<file path="src/rtl/irq_pkg.sv">
package irq_pkg;
   localparam int NUM_SRC    = 9;
   localparam int NUM_MISC   = 5;
   localparam int B_RXFIRST  = 8;
   localparam int B_SELECT   = 7;
   localparam int B_TXHALF   = 6;
   localparam int B_OVERRUN  = 5;

   function automatic logic [NUM_SRC-1:0] src_mask(input bit has_fifo, input bit slave_cap);
      logic [NUM_SRC-1:0] m;
      m = '1;
      m[B_RXFIRST] = has_fifo & slave_cap;
      m[B_SELECT]  = slave_cap;
      m[B_TXHALF]  = has_fifo;
      return m;
   endfunction
endpackage

</file>
<file path="src/rtl/irq_sel_sync.sv">
module irq_sel_sync #(
   parameter int STAGES = 2
) (
   input  logic clk,
   input  logic rst_n,
   input  logic sel_n_async,
   output logic sel_idle,
   output logic sel_fall
);
   logic [STAGES-1:0] chain;
   logic              last;

   generate
      for (genvar s = 0; s < STAGES; s++) begin : g_stage
         if (s == 0) begin : g_first
            always_ff @(posedge clk or negedge rst_n)
               if (!rst_n) chain[s] <= 1'b1;
               else        chain[s] <= sel_n_async;
         end else begin : g_next
            always_ff @(posedge clk or negedge rst_n)
               if (!rst_n) chain[s] <= 1'b1;
               else        chain[s] <= chain[s-1];
         end
      end
   endgenerate

   always_ff @(posedge clk or negedge rst_n)
      if (!rst_n) last <= 1'b1;
      else        last <= chain[STAGES-1];

   assign sel_idle = chain[STAGES-1];
   assign sel_fall = last & ~chain[STAGES-1];
endmodule

</file>
<file path="src/rtl/irq_evt_detect.sv">
module irq_evt_detect #(
   parameter int CNT_W     = 4,
   parameter int HALF_MARK = 8,
   parameter bit HAS_FIFO  = 1'b1,
   parameter bit SLAVE_CAP = 1'b1
) (
   input  logic             clk,
   input  logic             rst_n,
   input  logic             slave_mode,
   input  logic             sel_idle,
   input  logic             sel_fall,
   input  logic             rx_push,
   input  logic             rx_full,
   input  logic [CNT_W-1:0] tx_level,
   output logic             ev_rxfirst,
   output logic             ev_select,
   output logic             ev_txhalf,
   output logic             ev_overrun
);
   localparam logic [CNT_W-1:0] MARK_HI = CNT_W'(HALF_MARK);
   localparam logic [CNT_W-1:0] MARK_LO = CNT_W'(HALF_MARK - 1);
   localparam bit SLAVE_FIFO = HAS_FIFO && SLAVE_CAP;

   logic [CNT_W-1:0] level_q;
   logic             seen_q;
   logic             armed;

   always_ff @(posedge clk or negedge rst_n)
      if (!rst_n) begin
         level_q <= '0;
         seen_q  <= 1'b0;
         armed   <= 1'b0;
      end else begin
         level_q <= tx_level;
         armed   <= 1'b1;
         if (sel_idle)     seen_q <= 1'b0;
         else if (rx_push) seen_q <= 1'b1;
      end

   generate
      if (SLAVE_FIFO) begin : g_rxfirst
         assign ev_rxfirst = slave_mode & rx_push & ~seen_q;
      end else begin : g_no_rxfirst
         assign ev_rxfirst = 1'b0;
      end
      if (SLAVE_CAP) begin : g_sel
         assign ev_select = slave_mode & sel_fall;
      end else begin : g_no_sel
         assign ev_select = 1'b0;
      end
      if (HAS_FIFO) begin : g_half
         assign ev_txhalf = (level_q == MARK_HI) && (tx_level == MARK_LO);
      end else begin : g_no_half
         assign ev_txhalf = 1'b0;
      end
   endgenerate

   assign ev_overrun = rx_push & rx_full;

   // an 8-to-7 step of the input is always reported
   a_r6_half_step: assert property (@(posedge clk) disable iff (!rst_n || !armed)
      (HAS_FIFO && tx_level == MARK_LO && $past(tx_level) == MARK_HI) |-> ev_txhalf);
endmodule

</file>
<file path="src/rtl/irq_sticky.sv">
module irq_sticky #(
   parameter int              N    = 9,
   parameter logic [N-1:0]    MASK = '1
) (
   input  logic         clk,
   input  logic         rst_n,
   input  logic         wr_en,
   input  logic [N-1:0] wdata,
   input  logic [N-1:0] set,
   output logic [N-1:0] q
);
   generate
      for (genvar i = 0; i < N; i++) begin : g_bit
         if (MASK[i]) begin : g_live
            logic tog;
            assign tog = wr_en & wdata[i];
            always_ff @(posedge clk or negedge rst_n)
               if (!rst_n) q[i] <= 1'b0;
               else        q[i] <= (q[i] ^ tog) | set[i];

            a_r2_toggle: assert property (@(posedge clk) disable iff (!rst_n)
               (tog && !set[i]) |=> (q[i] != $past(q[i])));
            a_r9_set_wins: assert property (@(posedge clk) disable iff (!rst_n)
               set[i] |=> q[i]);
            a_r1_hold: assert property (@(posedge clk) disable iff (!rst_n)
               (!tog && !set[i]) |=> $stable(q[i]));
         end else begin : g_dead
            assign q[i] = 1'b0;
         end
      end
   endgenerate
endmodule

</file>
<file path="src/rtl/irq_status_reg.sv">
module irq_status_reg #(
   parameter int REG_W     = 32,
   parameter int CNT_W     = 4,
   parameter int HALF_MARK = 8,
   parameter int SYNC_FF   = 2,
   parameter bit HAS_FIFO  = 1'b1,
   parameter bit SLAVE_CAP = 1'b1
) (
   input  logic             clk,
   input  logic             rst_n,
   input  logic             reg_wr_en,
   input  logic [REG_W-1:0] reg_wdata,
   output logic [REG_W-1:0] reg_rdata,
   input  logic             slave_mode,
   input  logic             sel_n_async,
   input  logic             rx_push,
   input  logic             rx_full,
   input  logic [CNT_W-1:0] tx_level,
   input  logic [4:0]       ev_misc
);
   import irq_pkg::*;
   localparam logic [NUM_SRC-1:0] MASK = src_mask(HAS_FIFO, SLAVE_CAP);

   generate
      if (REG_W <= NUM_SRC) begin : g_bad_width
         $error("REG_W must exceed the number of status bits");
      end
      if (HALF_MARK < 1 || HALF_MARK >= (1 << CNT_W)) begin : g_bad_mark
         $error("HALF_MARK must fit in CNT_W bits and be nonzero");
      end
      if (SYNC_FF < 2) begin : g_bad_sync
         $error("SYNC_FF must be at least 2");
      end
   endgenerate

   logic sel_idle, sel_fall;
   logic ev_rxfirst, ev_select, ev_txhalf, ev_overrun;
   logic [NUM_SRC-1:0] set_vec, bits_q;

   irq_sel_sync #(.STAGES(SYNC_FF)) u_sync (
      .clk(clk), .rst_n(rst_n), .sel_n_async(sel_n_async),
      .sel_idle(sel_idle), .sel_fall(sel_fall));

   irq_evt_detect #(.CNT_W(CNT_W), .HALF_MARK(HALF_MARK),
                    .HAS_FIFO(HAS_FIFO), .SLAVE_CAP(SLAVE_CAP)) u_det (
      .clk(clk), .rst_n(rst_n), .slave_mode(slave_mode),
      .sel_idle(sel_idle), .sel_fall(sel_fall),
      .rx_push(rx_push), .rx_full(rx_full), .tx_level(tx_level),
      .ev_rxfirst(ev_rxfirst), .ev_select(ev_select),
      .ev_txhalf(ev_txhalf), .ev_overrun(ev_overrun));

   assign set_vec = {ev_rxfirst, ev_select, ev_txhalf, ev_overrun, ev_misc};

   irq_sticky #(.N(NUM_SRC), .MASK(MASK)) u_bits (
      .clk(clk), .rst_n(rst_n), .wr_en(reg_wr_en),
      .wdata(reg_wdata[NUM_SRC-1:0]), .set(set_vec), .q(bits_q));

   assign reg_rdata = {{(REG_W-NUM_SRC){1'b0}}, bits_q};

   a_r3_reserved_zero: assert property (@(posedge clk) disable iff (!rst_n)
      (reg_wr_en && |reg_wdata[REG_W-1:NUM_SRC]) |=> (reg_rdata[REG_W-1:NUM_SRC] == '0));
   a_r7_overrun: assert property (@(posedge clk) disable iff (!rst_n)
      (rx_push && rx_full) |=> reg_rdata[B_OVERRUN]);
   a_r8_misc: assert property (@(posedge clk) disable iff (!rst_n)
      ev_misc[0] |=> reg_rdata[0]);
endmodule

</file>
<file path="config.mk">
export PLATFORM = sky130hd
export DESIGN_NAME = irq_status_reg
export DESIGN_NICKNAME = d
export VERILOG_FILES = /design/src/rtl/irq_pkg.sv /design/src/rtl/irq_sel_sync.sv /design/src/rtl/irq_evt_detect.sv /design/src/rtl/irq_sticky.sv /design/src/rtl/irq_status_reg.sv
export SDC_FILE = /design/constraint.sdc
export NUM_CORES = 1
export LEC_CHECK = 0
export CORE_MARGIN = 2
export CORE_UTILIZATION = 27
export CTS_BUF_LIST = sky130_fd_sc_hd__clkbuf_4 sky130_fd_sc_hd__clkbuf_8
export DETAILED_ROUTE_END_ITERATION = 6
export PLACE_DENSITY = 0.77
export REMOVE_ABC_BUFFERS = 1
export SETUP_SLACK_MARGIN = 0.05
export SLEW_MARGIN = 20
export SYNTH_ARGS = -nofsm -noshare
export SYNTH_HDL_FRONTEND = slang
export SYNTH_SLANG_ARGS = --single-unit
</file>
<file path="constraint.sdc">
create_clock -name clk -period 1.1 [get_ports clk]
set_input_delay 0.165 -clock clk [delete_from_list [all_inputs] [get_ports clk]]
set_output_delay 0.165 -clock clk [all_outputs]
set_load 0.01 [all_outputs]
</file>
==> results.cfg, run 1 <==
[run_status]
outcome = complete, but fails checks
violations = negative setup slack

[routing]
viasPerCell = 4.18
drt_iter0_markers = 11
drc = 0
wl_mm = 1.63
ant_nets = 0
vias = 639
firstDrtPassIters = 2
wl_per_cell_um = 10.6

[floorplan]
die_h_um = 59.1
die_width_um = 59.1
rows = 20
dieArea_um2 = 3500
start_util = 0.276
core_area_um2 = 2980
ios = 80

[logic_synthesis]
ys_seq_area_frac = 0.523
syn-instance-count = 76
yosysWarnings = 0
synth_top_area_share = 0.427
syn_area_per_cell_um2 = 10.8
synthXorXnorAreaFrac = 0
syn_area_um2 = 821
ys_ff_latch = 17
muxShareOfSynthArea = 0
netlist_top_cells_area = dfrtp_1 (43%), buf_4 (21%), dfstp_2 (9.6%)
synth.distinct_cells = 15
synth_compound_area_frac = 0.137
synth_top_family_by_area = buffers and inverters
yosys.area_share.simple = 0.119
synth_area_leader_cell = dfrtp_1
synthAdderAreaFrac = 0

[global_routing]
antenna_found_initial = 0
grt_first_pass_wirelength_mm = 2.52
grt_usage = 0.0937
grt_pass1_vias = 625
grt_max_degree = 18
grt_use_met1 = 0.0975
met3_usage = 0.0240
gr-max-usage-layer = met2
grt_use_met2 = 0.181
overflow = 0

[clock_network]
h-tree-depth = 1
cts_buffers = 3
root_buffer = clkbuf_4
cts_tree = built
clk_pin_slew_worst_paths_ns = 0.11
clkSinkCount = 17
cts_buffer_depth = 2
clk_latency_ns = 0.29

[setup_path]
end_kind = flip-flop
arrival_ns = 1.34
start_kind = flip-flop
path_class = flip-flop to flip-flop
cp.required_ns = 1.33
reg2reg_from = u_det.level_q[1]$_DFF_PN0_
critPathLaunch = u_det.level_q[1]$_DFF_PN0_
r2r_cells = 2
path_max_fanout = 1

[finish]
final_cells = 153
ff_latch_area_um2 = 429
fillCellCount = 296
final_common_cell = clkdlybuf4s50_1
drive_gt1_frac = 0.225
syn2layout_area_growth_pct = 41.6
multi_input_area_um2 = 297
nets = 169
design_area_um2 = 1160
final_core_util = 0.390
final_cell_mix = clkdlybuf4s50_1 (24), conb_1 (23), dfrtp_1 (14)
diodes = 0

[pwr]
total_power_mw = 1.39
max-vdd-ir-drop_uv = 492
power_density_nw_per_um2 = 1190
p_leak_nw = 0.547

[timing]
rsz0062_at_grt = yes
final.setup_skew_ns = 0.000389
whs_ns = 0.185
finalCritPeriodShare = 1.01
report.final.slew_viol_count = 0
finalSetupViolations = 1
finalHoldViolations = 0
fmaxAchievable_ghz = 0.899
period_needed_ns = 1.11
tns_ns = -0.0127
fin_ws_ns = -0.0127

[min_path]
hold_path_class = input port to asynchronous set/reset pin

[placement]
dpl_cell_area_um2 = 1130
portBuffers = 33
dp_hpwl_mm = 1.24
place.gp.congestion = 0.645
post-place-ws_ns = -0.0695
dp.cells = 143

[job]
maxCapViolCount = 0
## critical path, cell delays in order (launching register included)
cell and delay [ns]:
dfrtp_1 0.38, or4b_4 0.53, o22ai_2 0.14
## state kept, by name, summed over array words and instances (netlist names)
name / flops
u_det.level_q: 4
u_sync.last: 1
u_sync.chain: 1
u_bits.q: 9
u_sync.sel_idle: 1
u_det.seen_q: 1
## final timing paths
path / to / slack [ns]
max: u_bits.q[6]$_DFF_PN0_ / -0.01
max in group asynchronous: u_sync.last$_DFF_PN1_ / 0.71
min: u_det.level_q[0]$_DFF_PN0_ / 0.18
min in group clk: u_sync.chain[0]$_DFF_PN1_ / 0.26
max reg2reg: u_bits.q[6]$_DFF_PN0_ / -0.01
min reg2reg: u_sync.sel_idle$_DFF_PN1_ / 0.36
## per-layer routing
| layer | share of wire | wire (um) |
|---|---|---|
| met1 | 0.39 | 630 |
| met4 | 0 | 0 |
| met3 | 0.090 | 146 |
| met5 | 0 | 0 |
| met2 | 0.52 | 849 |
## cells in the mapped netlist
cell type and instances:
conb_1 1, and3_1 9, a21oi_1 9, nand4b_1 1, or4b_4 1, o21bai_1 5
nor2_1 2, o22ai_2 1, nand2_1 3, o21ai_1 1, buf_2 1, dfstp_2 3
buf_4 23, o22ai_1 2, dfrtp_1 14
## area by class of cell
| type | instances | share of cell area |
|---|---|---|
| repair buffers | 42 | 0.314 |
| flip-flops and latches | 17 | 0.369 |
| well taps | 33 | 0.0355 |
| multi-input cells | 57 | 0.255 |
| clock buffers | 3 | 0.0194 |
| clock inverters | 1 | 0.00646 |
## timing repair
item,4_1_cts,5_1_grt
gates resized for setup,36,0
hold buffers,0,0
setup buffers,6,0
setup endpoints to repair,10,1
## power by group
group | leakage, nW | total, mW | switching (mW) | internal, mW
clock | 0.0139 | 0.353 | 0.214 | 0.138
sequential | 0.182 | 0.703 | 0.0230 | 0.680
combinational | 0.351 | 0.332 | 0.148 | 0.184
## cells by family (layout without fill, tap and decap cells)
family / count (synthesis) / count (layout)
other cells: 1 / 23
buf+inv: 24 / 46
compound gates: 18 / 18
flops: 17 / 17
simple gates: 16 / 16
No activity file was read; power rests on OpenSTA's default activity.
==> inputs of run 2 (changes only) <==
--- a/config.mk
+++ b/config.mk
@@ -5,11 +5,13 @@
 export SDC_FILE = /design/constraint.sdc
 export NUM_CORES = 1
 export LEC_CHECK = 0
+export CORE_ASPECT_RATIO = 1.1
 export CORE_MARGIN = 2
 export CORE_UTILIZATION = 27
 export CTS_BUF_LIST = sky130_fd_sc_hd__clkbuf_4 sky130_fd_sc_hd__clkbuf_8
 export DETAILED_ROUTE_END_ITERATION = 6
 export PLACE_DENSITY = 0.77
+export RECOVER_POWER = 100
 export REMOVE_ABC_BUFFERS = 1
 export SETUP_SLACK_MARGIN = 0.05
 export SLEW_MARGIN = 20
==> results.cfg, run 2 (same netlist as run 1, synthesis figures left out) <==
[finish]
ff_latch_area_um2 = 429
drive_gt1_frac = 0.139
largest-register = u_bits.q
fillCellCount = 295
final_cell_mix = conb_1 (23), clkdlybuf4s50_1 (18), dfrtp_1 (14), clkbuf_1 (10)
top_regs = u_bits.q (9), u_det.level_q (4)
multi_input_area_um2 = 297
design_area_um2 = 1150
largest_reg_flops = 9
diodes = 0
final_common_cell = conb_1
syn2layout_area_growth_pct = 40.4
nets = 171

[placement]
dpl_cell_area_um2 = 1130
dp_hpwl_mm = 1.26
portBuffers = 33
post-place-ws_ns = -0.0790
place.gp.congestion = 0.728

[pwr]
p_int_uw = 985
seq_power_share = 0.518
power_density_nw_per_um2 = 1180
total_power_mw = 1.36
max-vdd-ir-drop_uv = 506
switching_power_uw = 374
p_leak_nw = 0.539
p_comb_frac = 0.232
power.share.switching = 0.275
power_frac_clock = 0.251

[floorplan]
ios = 80
start_util = 0.290
rows = 20
die_width_um = 56.6
die_h_um = 61.8
core_area_um2 = 2830
dieArea_um2 = 3500

[setup_path]
crit_chain = or4b_4, o22ai_2
cp_num_buf_inv = 0
cpPeakStageDelay_ns = 0.53
cp.required_ns = 1.32
slowest_stage = or4b_4
arrival_ns = 1.32
start_kind = flip-flop
end_kind = flip-flop
path_class = flip-flop to flip-flop
cp_top_family = simple AND/OR/NAND/NOR gates
path_max_fanout = 1

[clock_network]
cts_tree = built
cts_buffers = 3
clkSinkCount = 17
h-tree-depth = 1
clk_latency_ns = 0.29
root_buffer = clkbuf_4
cts_buffer_depth = 2
clk_pin_slew_worst_paths_ns = 0.11

[timing]
finalHoldViolations = 0
fin_ws_ns = -0.00368
rsz0062_at_grt = yes
report.final.slew_viol_count = 0
final.setup_skew_ns = 0.00467
slew_headroom = 0.501
worstMarginPinSlew_ns = 0.749
finalCritPeriodShare = 1.00
fmaxAchievable_ghz = 0.906
period_needed_ns = 1.10
finalSetupViolations = 1

[routing]
drt_iter0_markers = 13
wl_mm = 1.60
vias = 656
drc = 0
ant_nets = 0
viasPerCell = 4.23
wl_per_cell_um = 10.3
firstDrtPassIters = 3

[run_status]
violations = negative setup slack
outcome = complete, but fails checks

[global_routing]
overflow = 0
grt_first_pass_wirelength_mm = 2.67
grt_pass1_vias = 657
grt_max_degree = 18
grt_usage = 0.0981
antenna_found_initial = 0

[min_path]
hold_path_class = flip-flop to flip-flop

[job]
maxCapViolCount = 0
[run 2: metrics by stage]
stage                     hold slack, ns  TNS (ns)   util  instances
after floorplan                   -0.131         0      -         74
after global placement             0.347    -0.281  0.400        143
after detailed placement           0.358    -0.395  0.400        143
after CTS                          0.213   -0.0105  0.414        154
after global routing               0.386    -0.442  0.408        155
final                              0.381  -0.00368  0.408        155
[run 2: power groups by stage]
stage          logic [mW]  registers, mW  clock network (mW)
6_report            0.315          0.704               0.341
4_1_cts             0.330          0.705               0.361
2_1_floorplan      0.0956          0.736                   0
3_5_place_dp        0.320          0.724                   0
5_1_grt             0.348          0.711               0.392
3_3_place_gp        0.313          0.719                   0
[run 2: path summary, 6_finish.rpt]
check	slack (ns)	cells after the start	to	startpoint
worst min register to register	0.38	0	u_sync.sel_idle$_DFF_PN1_	u_sync.chain[0]$_DFF_PN1_
worst max register to register	-0.004	2	u_bits.q[6]$_DFF_PN0_	u_det.level_q[1]$_DFF_PN0_
worst max-delay path	-0.004	2	u_bits.q[6]$_DFF_PN0_	u_det.level_q[1]$_DFF_PN0_
max in group asynchronous	0.16	2	u_bits.q[1]$_DFF_PN0_	rst_n
worst min-delay path	0.38	0	u_sync.sel_idle$_DFF_PN1_	u_sync.chain[0]$_DFF_PN1_
min in group asynchronous	0.47	2	u_bits.q[6]$_DFF_PN0_	rst_n
[run 2: what timing repair did]
| action | in CTS | in global routing |
|---|---|---|
| gates resized for setup | 36 | 0 |
| buffers inserted | 7 | 1 |
| pin swaps | 0 | 0 |
| hold buffers | 0 | 0 |
| setup endpoints to repair | 10 | 2 |
[run 2: final cells by class]
| class | instances | area share |
|---|---|---|
| multi-input combinational | 57 | 0.257 |
| timing repair buffer | 44 | 0.308 |
| sequential | 17 | 0.372 |
| clock buffer | 3 | 0.0195 |
| tap | 33 | 0.0358 |
| clock inverter | 1 | 0.00651 |
[run 2: metal layers]
layer	track usage	share of wire	up-vias
met1	0.0930	0.35	302
met2	0.208	0.54	44
met5	0	0	-
met4	0.0306	0	0
li1	-	-	310
met3	0.0248	0.11	0
==> inputs of run 3 (changes only) <==
--- a/config.mk
+++ b/config.mk
@@ -9,6 +9,7 @@
 export CORE_MARGIN = 2
 export CORE_UTILIZATION = 27
 export CTS_BUF_LIST = sky130_fd_sc_hd__clkbuf_4 sky130_fd_sc_hd__clkbuf_8
+export CTS_CLUSTER_DIAMETER = 120
 export DETAILED_ROUTE_END_ITERATION = 6
 export PLACE_DENSITY = 0.77
 export RECOVER_POWER = 100
==> results of run 3 <==
The final DEF is identical to that of run 2; final timing and power are the same.
